<file path="config.mk">
export PLATFORM = sky130hd
export DESIGN_NAME = mtid_pool
export DESIGN_NICKNAME = d
export VERILOG_FILES = /design/src/rtl/mtid_pkg.sv /design/src/rtl/mtid_ctrl.sv /design/src/rtl/mtid_datapath.sv /design/src/rtl/mtid_pool.sv
export SDC_FILE = /design/constraint.sdc
export NUM_CORES = 1
export LEC_CHECK = 0
export ABC_AREA = 1
export BUFFER_PORTS_ARGS = -buffer_cell sky130_fd_sc_hd__buf_2
export CAP_MARGIN = 10
export CORE_ASPECT_RATIO = 0.7
export CORE_UTILIZATION = 62
export CTS_CLUSTER_DIAMETER = 200
export DETAILED_ROUTE_END_ITERATION = 10
export GPL_ROUTABILITY_DRIVEN = 0
export PLACE_DENSITY = 0.82
export SLEW_MARGIN = 10
export SYNTH_ARGS = -nofsm -noshare
export SYNTH_HDL_FRONTEND = slang
export SYNTH_SLANG_ARGS = --single-unit
</file>
<file path="constraint.sdc">
create_clock -name clk -period 7.1 [get_ports clk]
set_input_delay 1.065 -clock clk [delete_from_list [all_inputs] [get_ports clk]]
set_output_delay 1.065 -clock clk [all_outputs]
set_load 0.01 [all_outputs]
</file>
<file path="src/rtl/mtid_pkg.sv">
package mtid_pkg;

  localparam int unsigned POOL_SIZE = 64;

  typedef enum logic [1:0] {
    ID_FREE    = 2'd0,
    ID_WAITING = 2'd1,
    ID_READY   = 2'd2,
    ID_HELD    = 2'd3
  } idState_e;

  // Strobes from control to datapath; indices travel on separate buses.
  typedef struct packed {
    logic allocFire;
    logic fillFire;
    logic freeFire;
    logic clearFire;
  } poolStrobes_t;

  // Per-identifier transition: fill first, then release/clear, then allocate.
  function automatic idState_e nextIdState(
      input idState_e cur,
      input logic     allocHit,
      input logic     fillHit,
      input logic     releaseHit
  );
    idState_e s;
    s = cur;
    if (fillHit) begin
      case (s)
        ID_WAITING: s = ID_READY;
        ID_HELD:    s = ID_FREE;
        default:    s = s;
      endcase
    end
    if (releaseHit) begin
      case (s)
        ID_WAITING: s = ID_HELD;
        ID_READY:   s = ID_FREE;
        default:    s = s;
      endcase
    end
    if (allocHit && s == ID_FREE) begin
      s = ID_WAITING;
    end
    return s;
  endfunction

endpackage

</file>
<file path="src/rtl/mtid_ctrl.sv">
module mtid_ctrl
  import mtid_pkg::*;
#(
  parameter int unsigned NUM_IDS = POOL_SIZE,
  parameter int unsigned ID_W    = $clog2(NUM_IDS)
) (
  input  logic               allocReq,
  input  logic               fillValid,
  input  logic               freeReq,
  input  logic               clearAll,
  input  logic [NUM_IDS-1:0] reservedVec,
  output poolStrobes_t       strobes,
  output logic               allocGrant,
  output logic [ID_W-1:0]    allocId,
  output logic               allocOverflow
);

  logic            foundAny;
  logic [ID_W-1:0] foundIdx;

  // Lowest-index free identifier: scan downward so the last hit wins.
  always_comb begin
    foundAny = 1'b0;
    foundIdx = '0;
    for (int i = NUM_IDS - 1; i >= 0; i--) begin
      if (!reservedVec[i]) begin
        foundAny = 1'b1;
        foundIdx = ID_W'(i);
      end
    end
  end

  logic allocAllowed;
  assign allocAllowed = allocReq && !clearAll;

  assign allocGrant    = allocAllowed && foundAny;
  assign allocOverflow = allocAllowed && !foundAny;
  assign allocId       = foundIdx;

  always_comb begin
    strobes.allocFire = allocGrant;
    strobes.fillFire  = fillValid;
    strobes.freeFire  = freeReq;
    strobes.clearFire = clearAll;
  end

endmodule

</file>
<file path="src/rtl/mtid_datapath.sv">
module mtid_datapath
  import mtid_pkg::*;
#(
  parameter int unsigned NUM_IDS = POOL_SIZE,
  parameter int unsigned ID_W    = $clog2(NUM_IDS)
) (
  input  logic               clk,
  input  logic               rstN,
  input  poolStrobes_t       strobes,
  input  logic [ID_W-1:0]    allocIdx,
  input  logic [ID_W-1:0]    fillIdx,
  input  logic [ID_W-1:0]    freeIdx,
  output logic [NUM_IDS-1:0] reservedVec,
  output logic [NUM_IDS-1:0] readyVec
);

  idState_e idState [NUM_IDS];

  for (genvar g = 0; g < NUM_IDS; g++) begin : gSlot
    logic     allocHit;
    logic     fillHit;
    logic     releaseHit;
    idState_e stateNext;

    assign allocHit   = strobes.allocFire && (allocIdx == ID_W'(g));
    assign fillHit    = strobes.fillFire  && (fillIdx  == ID_W'(g));
    assign releaseHit = strobes.clearFire ||
                        (strobes.freeFire && (freeIdx == ID_W'(g)));

    always_comb begin
      stateNext = nextIdState(idState[g], allocHit, fillHit, releaseHit);
    end

    always_ff @(posedge clk) begin
      if (!rstN) begin
        idState[g]  <= ID_FREE;
        readyVec[g] <= 1'b0;
      end else begin
        idState[g]  <= stateNext;
        readyVec[g] <= (stateNext == ID_READY);
      end
    end

    assign reservedVec[g] = (idState[g] != ID_FREE);
  end

endmodule

</file>
<file path="src/rtl/mtid_pool.sv">
module mtid_pool
  import mtid_pkg::*;
#(
  parameter int unsigned NUM_IDS = POOL_SIZE,
  parameter int unsigned ID_W    = $clog2(NUM_IDS)
) (
  input  logic               clk,
  input  logic               rstN,
  input  logic               allocReq,
  output logic               allocGrant,
  output logic [ID_W-1:0]    allocId,
  output logic               allocOverflow,
  input  logic               fillValid,
  input  logic [ID_W-1:0]    fillId,
  input  logic               freeReq,
  input  logic [ID_W-1:0]    freeId,
  input  logic               clearAll,
  output logic [NUM_IDS-1:0] readyVec
);

  poolStrobes_t       strobes;
  logic [NUM_IDS-1:0] reservedVec;

  mtid_ctrl #(.NUM_IDS(NUM_IDS), .ID_W(ID_W)) u_ctrl (
    .allocReq      (allocReq),
    .fillValid     (fillValid),
    .freeReq       (freeReq),
    .clearAll      (clearAll),
    .reservedVec   (reservedVec),
    .strobes       (strobes),
    .allocGrant    (allocGrant),
    .allocId       (allocId),
    .allocOverflow (allocOverflow)
  );

  mtid_datapath #(.NUM_IDS(NUM_IDS), .ID_W(ID_W)) u_dp (
    .clk         (clk),
    .rstN        (rstN),
    .strobes     (strobes),
    .allocIdx    (allocId),
    .fillIdx     (fillId),
    .freeIdx     (freeId),
    .reservedVec (reservedVec),
    .readyVec    (readyVec)
  );

endmodule

</file>
# After elaboration in Yosys (flattened, before gate mapping)
# Memory sizes are Yosys's and may differ from the RTL's.
# Index checks and enable logic that the tools add are counted.
[op_classes] n_eq_ne=509 mux=514 n_bitwise=64 n_reduce_logical=456
[op_table] operator="equality test 6 bit (second input constant)" count=96
[op_table] operator="2-to-1 mux 2 bit" count=256
[op_table] operator="one-hot mux 2 bit (2 select lines)" count=128
[op_table] operator="equality test 2 bit (second input constant)" count=192
[op_table] operator="2-to-1 mux 6 bit" count=64
[op_table] operator="equality test 6 x 5 -> 1 bit (second input constant)" count=48
[op_table] operator="logical AND 1 bit" count=259
[op_table] operator="equality test 2 x 1 -> 1 bit (second input constant)" count=128
[op_table] operator="equality test 6 x 4 -> 1 bit (second input constant)" count=24
[op_table] operator="logical NOT 2 bit" count=64
[op_table] operator="nonzero test 2 bit" count=64
[op_table] operator="equality test 6 x 3 -> 1 bit (second input constant)" count=12
[op_table] operator="2-to-1 mux 1 bit" count=66
[op_table] operator="logical OR 1 bit" count=64
[op_table] operator="OR 1 bit" count=64
[op_table] operator="equality test 6 x 2 -> 1 bit (second input constant)" count=6
[op_table] operator="equality test 6 x 1 -> 1 bit (second input constant)" count=3
[op_table] operator="logical NOT 6 bit" count=3
[op_table] operator="logical NOT 1 bit" count=2
[word_totals] in_bits=18 n_memories=1 ram_bits=128 wordCells=1608 regBits=64 out_inout_bits=72
[memory_table] memory="u_dp.idState" depth=64 word_bits=2 rd=64 rd_ports_with_merged_regs=0 wr=64 line="mtid_datapath.sv:17" rtl="idState_e idState [NUM_IDS];"

# Longest topological paths before layout
[depth] depth_word=70 mapped_depth=65 depth_no_buf=65

# Modules after synthesis
# From an unflattened synthesis, not the netlist that was laid out.
[unflattened] hier_cells=2064 hier_area_um2=13497.9
[modules_own_cells] module="mtid_datapath" cells_per_inst=1891 seq_area_each_um2=3843.7 n_inst=1 area_each_um2=12754.7
[modules_own_cells] module="mtid_ctrl" cells_per_inst=173 seq_area_each_um2=0.0 n_inst=1 area_each_um2=743.2

# Worst setup path before layout
# Ideal clock, no wire load.
[synth_timing] path_type="register -> output" startpoint="memory u_dp.idState[1][60] (netlist name)" endpoint="output port allocId[0]" n_path_buf=1 path_stages_with_launch=65 slack_ns=2.551 arrival_ns=3.484 required_ns=6.035 cell_sequence="dfxtp_1 inv_1 ha_1 inv_1 nand2_1 nand2_1 nand2_1 nand2_1 nand2_1 nand2_1 nand2_1 nand2_1 nand2_1 nand2_1 nand2_1 nand2_1 nand2_1 nand2_1 [29 not listed] nand2_1 nand2_1 nand2_1 nand2_1 nand2_1 nand2_1 nand2_1 nand2_1 nand2_1 nand2_1 nand2_1 nand2_1 nand2_2 nand2_4 nand2_4 nand2_4 buf_8 inv_1"
[synth_lines] element="from (decl)" line="mtid_datapath.sv:17"
[synth_lines] element="to (decl)" line="mtid_pool.sv:11" rtl="output logic [ID_W-1:0] allocId,"

==> impl_results.md <==
* Outcome: complete, no violations
* DR iter-0 viols at between 1500 and 2000
* Yosys reg bits at around 190
* Seq. cell area at 3840 µm²
* Count of cell types in the netlist at 32
* Dominant cell type by area after synthesis: dfxtp_1
* Critical path required time at ~6.0 ns
* Core Area at around 20000 µm²
* CTS Buf Count at 17
* Number of top-level pins at 90
* Primary FF master, synth: dfxtp_1
* Worst slew margin at around 18%
* MaxCap Viol Count at 0
* Resize count post-CTS at 0
* Ant diodes at 0
* Multi-input logic area at just over 7000 µm²
* Final ANT Viol Nets at 0
* Worst setup EP type: output pin
* Die Height at 121 µm
* DP HPWL at around 27000 µm
* Fmax at about 170 MHz
* Cell mode on critical path: nand2_1
* Average cell area after synthesis at 6.87 µm²
* Crit path time final at approximately 6 ns
* Max VDD drop at roughly 120 µV
* Fraction of registers with async set/reset at 0%
* Vias at roughly 12000
* Tcrit/Tclk final at a little over 80%
* Vias in the first global route at approximately 11000
* Pre-antenna DRT Iters at 7
* Mapped Nets at 2036
* Clock tree buffer depth at 2
* Post-Route WL at roughly 38000 µm
* Slew @ Worst Pin at approximately 1.2 ns
* Top cells by area, synth: dfxtp_1 (31%), ha_1 (19%), inv_1 (10%)
* Clock-pin slew on the worst setup and hold paths at approximately 0.080 ns
* Max stage delay on crit path at around 0.4 ns
* Avg WL per Cell at between 15 and 20 µm
* Final setup violation count at 0
* Top cells by count, synth: inv_1 (347), nor2_1 (330), nand2_1 (233)
* Layout fillers at approximately 1700
* CP Class: reg -> out
* Horiz. Die Dim at 172 µm
* Root Driver: clkbuf_16
* Hold_buf cts at 0
* First-pass GRT wire length at roughly 57000 µm
* Area of the mapped netlist at about 13000 µm²
* Pleak at roughly 6.4 nW
* Initial Util at between 60% and 70%
* Clk_lat worst skew at 0.45 ns
* Post-route cell area at ~14000 µm²
* CP Max Fanout at 18
* Seq/Total Area, Yosys at 30.7%
* Layout Skew at 0.0130 ns
* Crit path launch type: flop
* Top-area cell type share of the netlist area at a little under a third
* Slowest CP cell: dfxtp_1
* Post-Place Cell Area at 13200 µm²
* Cell Pwr Density at ~160 nW/µm²
* RSZ-0062 raised after global routing: false
* Initial antenna violation count at 1
* Syn. warnings at 0
* Global Route Usage Sum at 36.4%
* Die area at about 21000 µm²
* Post-CTS Setup Bufs at 0
* Area grow syn2layout at 10.4%
* CTS sink cnt at approximately 190
* Final Net Count at about 2100
* Layout cell share with drive strength beyond 1 at 7.99%
* Count leader, synth: inv_1
* Remaining Overflow, GRT at 0
* Row count at between 40 and 50
* Port bufs at 89
* Syn Inst Count at 1826
* Slew Viols, Final at 0
* Largest net degree at the start of global routing at 66
* CTS tree: yes
* DRC at 0
* Min-delay worst type: reg -> reg
* Htree depth at 4
* Post-synth EDFFs at 0
* Setup tns final at 0 ns
* Fin. Hold Viols at 0
* Worst EP arrival at ~4.8 ns
* DR vias/cell at approximately 5.7
-- placed cells by master, fill, tap and decap left out, types with 2 or more instances in the layout --
cell        Yosys  layout
inv_1         347     347
nor2_2          0       2
dfxtp_1       192     192
a21oi_1       122     122
o311ai_0        4       4
o22ai_1        17      17
o21ai_0       160     160
clkinv_4        0       5
o211ai_1       14      14
nor4_1          5       5
inv_8           0       4
buf_2           1      89
clkbuf_16       0      17
nand3_1        10      10
nor3b_1         3       3
or2_2           7       7
clkinvlp_4      0       2
and3_1         44      44
nand2_4         3       3
inv_2           4       3
ha_1          192     192
clkinv_1        3       3
nor3_1         31      28
nor2_1        330     328
o31ai_1         3       3
bufinv_16       0       2
buf_4           1      11
nor3_2          0       3
nand2_1       233     233
nand4_1        51      51
-- critical path: cells and delay by family, from the launching register on --
kind | cells | cell delay, ns
and+or+nand+nor | 59 | 3.44
DFF | 1 | 0.40
buffers and inverters | 3 | 0.30
adders and majority gates | 1 | 0.22
-- power by group --
group          switching [mW]  total, mW  internal [mW]
logic                   0.105      0.130         0.0252
registers             0.00156       1.08           1.08
clock network           0.470       1.00          0.532
total                   0.576       2.21           1.63
-- flip-flops by register name (all words and copies together) (netlist names) --
| register | cells |
|---|---|
| u_dp.idState | 128 |
| u_dp.readyVec | 64 |
-- area by class of cell --
type	instances	share of cell area, %
clock inverters	15	1.28
repair buffers	100	3.81
flip-flops and latches	192	27.8
clock buffers	17	3.07
well taps	270	2.44
inverters	354	9.61
multi-input cells	1236	52.0
-- cells by family after synthesis --
family,synth area share [%]
adders and majority gates,19.2
AOI/OAI and AO/OA,13.7
buffers and inverters,12.0
DFF,30.7
and+or+nand+nor,24.4
-- routing by layer --
metal / vias to the layer above / part of all wire [%] / GRT usage (%)
li1: 5932 / - / -
met1: 5606 / 39 / 46.5
met2: 743 / 43 / 56.7
met3: 134 / 12 / 8.35
met4: 0 / 5.4 / 20.2
met5: - / 0 / 0
-- metrics by stage --
step	setup slack [ns]	power, mW	hold WS (ns)	cells	util (%)
after floorplan	2.55	1.18	0.508	1826	-
after global placement	1.89	1.23	0.536	2152	66.9
after detailed placement	1.80	1.23	0.541	2152	66.9
after CTS	1.30	2.21	0.550	2184	70.0
after global routing	0.703	2.26	0.587	2184	70.0
final	1.21	2.21	0.557	2184	70.0
-- final timing paths --
check                           slack, ns             endpoint           startpoint  cells past startpoint
worst max-delay path                 1.21           allocId[0]  u_dp.idState[1][62]                     63
worst min-delay path                 0.56  u_dp.idState[0][28]  u_dp.idState[0][28]                      2
worst max register to register       2.11  u_dp.idState[0][62]  u_dp.idState[1][60]                     65
worst min register to register       0.56  u_dp.idState[0][28]  u_dp.idState[0][28]                      2
Power figures use the tool's default switching activity.
